<file path="src/rtl/phy_regs_pkg.sv">
package phy_regs_pkg;
  // register addresses
  localparam int REG_STAT  = 0;
  localparam int REG_CTRL  = 1;
  localparam int REG_IDENT = 2;
  localparam int REG_INT   = 3;
  // fixed capability codes
  localparam logic [3:0] PORTS_CODE = 4'b0011;
  localparam logic [1:0] SPEED_CODE = 2'b01;
  localparam logic [1:0] REV_CODE   = 2'b00;
  // sticky interrupt indices
  localparam int IRQ_LOOP = 0;
  localparam int IRQ_PWR  = 1;
  localparam int NUM_IRQ  = 2;
endpackage

</file>
<file path="src/rtl/gap_tracker.sv">
module gap_tracker #(
  parameter int GAP_W = 6
) (
  input  logic             clk,
  input  logic             rst,
  input  logic             wr_upd,
  input  logic [GAP_W-1:0] wr_gap,
  input  logic             cfg_upd,
  input  logic [GAP_W-1:0] cfg_gap,
  input  logic             bus_reset,
  output logic [GAP_W-1:0] gap_o
);
  localparam logic [GAP_W-1:0] GAP_MAX = {GAP_W{1'b1}};

  logic reset_seen;  // one bus reset seen since the last update

  always_ff @(posedge clk) begin
    if (rst) begin
      gap_o      <= GAP_MAX;
      reset_seen <= 1'b0;
    end else if (wr_upd) begin
      gap_o      <= wr_gap;
      reset_seen <= 1'b0;
    end else if (cfg_upd) begin
      gap_o      <= cfg_gap;
      reset_seen <= 1'b0;
    end else if (bus_reset) begin
      if (reset_seen) gap_o <= GAP_MAX;
      reset_seen <= 1'b1;
    end
  end


  fallback_chk: assert property (@(posedge clk) disable iff (rst)
    (reset_seen && bus_reset && !wr_upd && !cfg_upd) |=> (gap_o == GAP_MAX));


  cfg_load_chk: assert property (@(posedge clk) disable iff (rst)
    (cfg_upd && !wr_upd) |=> (gap_o == $past(cfg_gap)));
endmodule

</file>
<file path="src/rtl/sticky_irq.sv">
module sticky_irq (
  input  logic clk,
  input  logic rst,
  input  logic set_i,
  input  logic clr_i,
  output logic irq_o
);
  always_ff @(posedge clk) begin
    if (rst)        irq_o <= 1'b0;
    else if (set_i) irq_o <= 1'b1;
    else if (clr_i) irq_o <= 1'b0;
  end


  set_wins_chk: assert property (@(posedge clk) disable iff (rst)
    set_i |=> irq_o);
endmodule

</file>
<file path="src/rtl/phy_ctrl_regs.sv">
module phy_ctrl_regs
  import phy_regs_pkg::*;
#(
  parameter int ADDR_W = 3,
  parameter int ID_W   = 6,
  parameter int GAP_W  = 6
) (
  input  logic               clk,
  input  logic               rst,
  input  logic [ADDR_W-1:0]  addr,
  input  logic               wr_en,
  input  logic [GAP_W+1:0]   wr_data,
  output logic [GAP_W+1:0]   rd_data,
  input  logic               bus_reset,
  input  logic               reset_local,
  input  logic               root_found,
  input  logic               loop_timeout,
  input  logic               selfid_done,
  input  logic [ID_W-1:0]    selfid_id,
  input  logic               cfg_valid,
  input  logic [GAP_W-1:0]   cfg_gap,
  input  logic               cable_pwr_ok,
  output logic               ibr_request,
  output logic [GAP_W-1:0]   gap_count,
  output logic               root_holdoff,
  output logic               status_xfer
);
  localparam int DATA_W = GAP_W + 2;

  logic wr_ctrl, wr_int;
  assign wr_ctrl = wr_en && (addr == ADDR_W'(REG_CTRL));
  assign wr_int  = wr_en && (addr == ADDR_W'(REG_INT));

  // gap count with consecutive-reset fallback
  gap_tracker #(.GAP_W(GAP_W)) u_gap (
    .clk(clk), .rst(rst),
    .wr_upd(wr_ctrl), .wr_gap(wr_data[GAP_W-1:0]),
    .cfg_upd(cfg_valid), .cfg_gap(cfg_gap),
    .bus_reset(bus_reset), .gap_o(gap_count)
  );

  // sticky interrupts
  logic [NUM_IRQ-1:0] irq_set, irq_clr, irq_q;
  assign irq_set[IRQ_LOOP] = loop_timeout;
  assign irq_set[IRQ_PWR]  = !cable_pwr_ok;
  assign irq_clr[IRQ_LOOP] = wr_int && !wr_data[IRQ_LOOP];
  assign irq_clr[IRQ_PWR]  = wr_int && !wr_data[IRQ_PWR];

  for (genvar i = 0; i < NUM_IRQ; i++) begin : g_irq
    sticky_irq u_irq (
      .clk(clk), .rst(rst),
      .set_i(irq_set[i]), .clr_i(irq_clr[i]), .irq_o(irq_q[i])
    );
  end

  // control and status flags
  logic            root_q, init_q;
  logic [ID_W-1:0] phy_id;

  always_ff @(posedge clk) begin
    if (rst) begin
      ibr_request  <= 1'b0;
      root_holdoff <= 1'b0;
      root_q       <= 1'b0;
      init_q       <= 1'b0;
      phy_id       <= '0;
      status_xfer  <= 1'b0;
    end else begin
      if (bus_reset)    ibr_request <= 1'b0;
      else if (wr_ctrl) ibr_request <= wr_data[GAP_W+1];
      if (wr_ctrl) root_holdoff <= wr_data[GAP_W];
      if (bus_reset)       root_q <= 1'b0;
      else if (root_found) root_q <= 1'b1;
      if (bus_reset) init_q <= reset_local;
      if (selfid_done) phy_id <= selfid_id;
      status_xfer <= selfid_done;
    end
  end

  // registered read mux
  logic [DATA_W-1:0] rd_next;
  always_comb begin
    rd_next = '0;
    case (addr)
      ADDR_W'(REG_STAT):  rd_next = DATA_W'({phy_id, root_q, cable_pwr_ok});
      ADDR_W'(REG_CTRL):  rd_next = {ibr_request, root_holdoff, gap_count};
      ADDR_W'(REG_IDENT): rd_next = DATA_W'({PORTS_CODE, SPEED_CODE, REV_CODE});
      ADDR_W'(REG_INT): begin
        rd_next[DATA_W-1] = init_q;
        rd_next[DATA_W-2] = cable_pwr_ok;
        rd_next[IRQ_PWR]  = irq_q[IRQ_PWR];
        rd_next[IRQ_LOOP] = irq_q[IRQ_LOOP];
      end
      default: rd_next = '0;
    endcase
  end

  always_ff @(posedge clk) begin
    if (rst) rd_data <= '0;
    else     rd_data <= rd_next;
  end


  ibr_clear_chk: assert property (@(posedge clk) disable iff (rst)
    bus_reset |=> !ibr_request);


  root_clear_chk: assert property (@(posedge clk) disable iff (rst)
    bus_reset |=> !root_q);


  holdoff_keep_chk: assert property (@(posedge clk) disable iff (rst)
    (bus_reset && !wr_ctrl) |=> $stable(root_holdoff));


  selfid_strobe_chk: assert property (@(posedge clk) disable iff (rst)
    selfid_done |=> (status_xfer && phy_id == $past(selfid_id)));
endmodule

</file>
<file path="config.mk">
export PLATFORM = sky130hd
export DESIGN_NAME = phy_ctrl_regs
export DESIGN_NICKNAME = d
export VERILOG_FILES = /design/src/rtl/phy_regs_pkg.sv /design/src/rtl/gap_tracker.sv /design/src/rtl/sticky_irq.sv /design/src/rtl/phy_ctrl_regs.sv
export SDC_FILE = /design/constraint.sdc
export NUM_CORES = 1
export LEC_CHECK = 0
export ABC_CLOCK_PERIOD_IN_PS = 1800
export BUFFER_PORTS_ARGS = -buffer_cell sky130_fd_sc_hd__buf_4
export CORE_AREA = 2 2 48 68
export DETAILED_ROUTE_END_ITERATION = 12
export DIE_AREA = 0 0 50 70
export MAX_ROUTING_LAYER = met4
export PLACE_DENSITY = 0.76
export SYNTH_ARGS = -nofsm -noshare
export SYNTH_HDL_FRONTEND = slang
export SYNTH_SLANG_ARGS = --single-unit
</file>
<file path="constraint.sdc">
create_clock -name clk -period 1.8 [get_ports clk]
set_input_delay 0 -clock clk [delete_from_list [all_inputs] [get_ports clk]]
set_output_delay 0 -clock clk [all_outputs]
set_load 0.005 [all_outputs]
</file>
==> impl_metrics.json <==
{
  "outcome": "completed",
  "vias": 1097,
  "yosys_warnings": 0,
  "crit_type": "in -> reg",
  "grt_usage_pct": 18.8,
  "p_int_mw": 0.992,
  "cts_tree": "done",
  "dp.cells": 193,
  "clk_latency_ns": 0.27,
  "vias_per_cell": 4.99,
  "clockBufferDepth": 2,
  "multiInputGateArea_um2": 497,
  "grt_setup_unrepaired": "false",
  "crit_required_ns": 1.96,
  "swShare_pct": 22.9,
  "num_antenna_cells": 0,
  "start_util_pct": 37.5,
  "synthAdderAreaFrac_pct": 0,
  "seqCellArea_um2": 561,
  "synth.avg_cell_area_um2": 9.94,
  "seq_power_share_pct": 52.3,
  "synth_fp_nets": 145,
  "firstDrtPassIters": 4,
  "maxCapViolCount": 0,
  "path_clk_slew_ns": 0.09,
  "synthSimpleGateAreaFrac_pct": 13.3,
  "max_slew_margin_pct": 82.7,
  "io_pins": 50,
  "netlist.area_leader.share_pct": 50.3,
  "yosysSeqAreaShare_pct": 50.3,
  "finalMaxSlewViolations": 0,
  "fill_cells": 247,
  "synth_top_family_by_area": "compound AO/OA/AOI/OAI gates",
  "p_sw_mw": 0.294,
  "p_comb_share_pct": 18.1,
  "synth_xor_area_share_pct": 0,
  "grt_pass1_wl_um": 4870,
  "holdWs_ns": 0.0198,
  "die_h_um": 70,
  "synthCells": 112,
  "final.setup.tns_ns": 0,
  "cts-root-buf": "clkbuf_8",
  "ant_nets": 0,
  "design.core.area_um2": 2970,
  "startpoint_type": "input port",
  "powerDensity_nw_per_um2": 723,
  "final_util_pct": 59.8,
  "power.share.clock_pct": 29.6,
  "drtIter0Drc": 20,
  "htreeDepth": 1,
  "routed_wl_um": 3000,
  "grt_max_degree": 22,
  "antenna_found_initial": 0,
  "fmax_mhz": 577,
  "syn_area_um2": 1110,
  "tritoncts.num_buffers": 3,
  "cts_sinks": 28,
  "min_path_type": "in -> reg",
  "critPathArrivalTime_ns": 1.89,
  "synth_compound_area_share_pct": 18.8,
  "grt_pass1_vias": 1108,
  "worstMarginPinSlew_ns": 0.259,
  "cp-end-kind": "flop",
  "die_area_um2": 3500,
  "crit_fanout": 15,
  "synthTopCellsByArea": "dfxtp_1 (50%), mux2i_1 (13%), nor2_1 (4.7%), a21oi_1 (3.6%), o21ai_1 (3.6%)",
  "synthMuxAreaShare_pct": 12.6,
  "row_count": 24,
  "finalPower_mw": 1.29,
  "wl_per_cell_um": 13.7,
  "hold_viol": 0,
  "fin_crit_ns": 1.73,
  "syn_to_final_growth_pct": 59.7,
  "routabilityCongestion": 0.862,
  "fin_worst_skew_ns": 0.00288,
  "drc": 0,
  "layout.cells.non_filler": 220,
  "finalSetupViolCount": 0,
  "fin_nets": 215,
  "die_w_um": 50,
  "yosysTopAreaCell": "dfxtp_1",
  "p_leak_nw": 0.798,
  "max-vdd-ir-drop_mv": 0.346,
  "ys_ff_latch": 28,
  "finalCritPeriodShare_pct": 96.2,
  "drive_above_1_share_pct": 32.0,
  "io_buffer_count": 49,
  "hpwl_um": 2190,
  "yosys.cell_types.count": 23,
  "grt_overflow_total": 0,
  "cts_setup_buffers": 0
}
==> state kept, by name, summed over array words and instances (netlist names) <==
register	cells
rd_data	8
root_holdoff	1
u_gap.reset_seen	1
u_gap.gap_o	6
phy_id	6
ibr_request	1
status_xfer	1
init_q	1
root_q	1
g_irq.u_irq.irq_o	2
==> stage by stage <==
| stage | area (um2) | worst slack [ns] |
|---|---|---|
| floorplan | 1110 | 1.01 |
| global placement | 1490 | 0.790 |
| detailed placement | 1490 | 0.779 |
| CTS | 1770 | 0.0949 |
| global route | 1780 | 0.0182 |
| finish | 1780 | 0.0682 |
==> layout by cell type, fill, tap and decap left out, drive strengths merged, types with 2 or more instances in the layout <==
master and n:
o22ai 6, dfxtp 28, nor3 3, nor2 14
nand2 3, buf 50, dlygate4sd3 23, o21bai 3
mux2i 14, a21oi 11, clkbuf 4, o21ai 8
inv 2, a2bb2oi 4
==> cells by family (layout without fill, tap and decap cells) <==
logic type	Yosys count	after routing
buffers and inverters	10	79
AOI/OAI and AO/OA	33	33
muxes	14	14
and+or+nand+nor	27	27
DFF	28	28
==> final cells by class <==
class                      count  area share (%)
timing repair buffer          73            34.3
sequential                    28            31.5
multi-input combinational     74            27.9
clock buffer                   4            3.10
tap                           39            2.74
inverter                       2           0.422
==> metal layers <==
layer	vias to the layer above	GRT usage (%)	wire length, um	part of all wire, %
met1	508	20.4	1130	38
met3	9	1.71	122	4.1
met4	0	13.0	108	3.6
met5	-	-	0	0
met2	46	31.6	1650	55
li1	534	-	-	-
==> critical path, stage by stage <==
cell           delay [ns]
dlygate4sd3_1        0.55
buf_6                0.14
and4bb_1             0.21
buf_4                0.20
a21oi_1              0.15
o21ai_1              0.08
dlygate4sd3_1        0.56
==> path summary, 6_finish.rpt <==
check	startpoint	endpoint	slack, ns	cells after the start
hold / removal	cfg_gap[4]	u_gap.gap_o[4]	0.02	3
setup reg to reg	u_gap.reset_seen	u_gap.gap_o[0]	0.36	4
hold reg to reg	g_irq[0].u_irq.irq_o	g_irq[0].u_irq.irq_o	0.50	2
setup / recovery	addr[1]	u_gap.gap_o[0]	0.07	7
==> power by group through the flow <==
| stage | logic [mW] | clock network, mW | registers (mW) |
|---|---|---|---|
| after global placement | 0.185 | 0 | 0.685 |
| after floorplan | 0.0925 | 0 | 0.681 |
| final | 0.233 | 0.381 | 0.672 |
| after global routing | 0.251 | 0.426 | 0.676 |
| after CTS | 0.232 | 0.397 | 0.672 |
| after detailed placement | 0.191 | 0 | 0.687 |
==> repair_timing <==
item / CTS / global route
endpoints found under the hold margin: 21 / 0
hold buffers: 23 / 0
resized for setup: 0 / 1
setup endpoints to repair: 0 / 1
==> cell usage after synthesis <==
library cell	n
inv_1	2
dfxtp_1	28
nor3_1	3
a21oi_1	8
or2_1	1
o22ai_1	6
nand2_1	3
o21bai_1	3
a2bb2oi_1	4
mux2i_1	14
nor4_4	1
nor2b_1	1
nor2_1	14
o21ai_1	8
clkbuf_1	3
buf_2	3
nand4b_1	1
buf_6	2
a21o_1	1
and2b_1	1
and4bb_1	1
a21oi_2	3
and2_1	1
No activity file was read; power rests on OpenSTA's default activity.
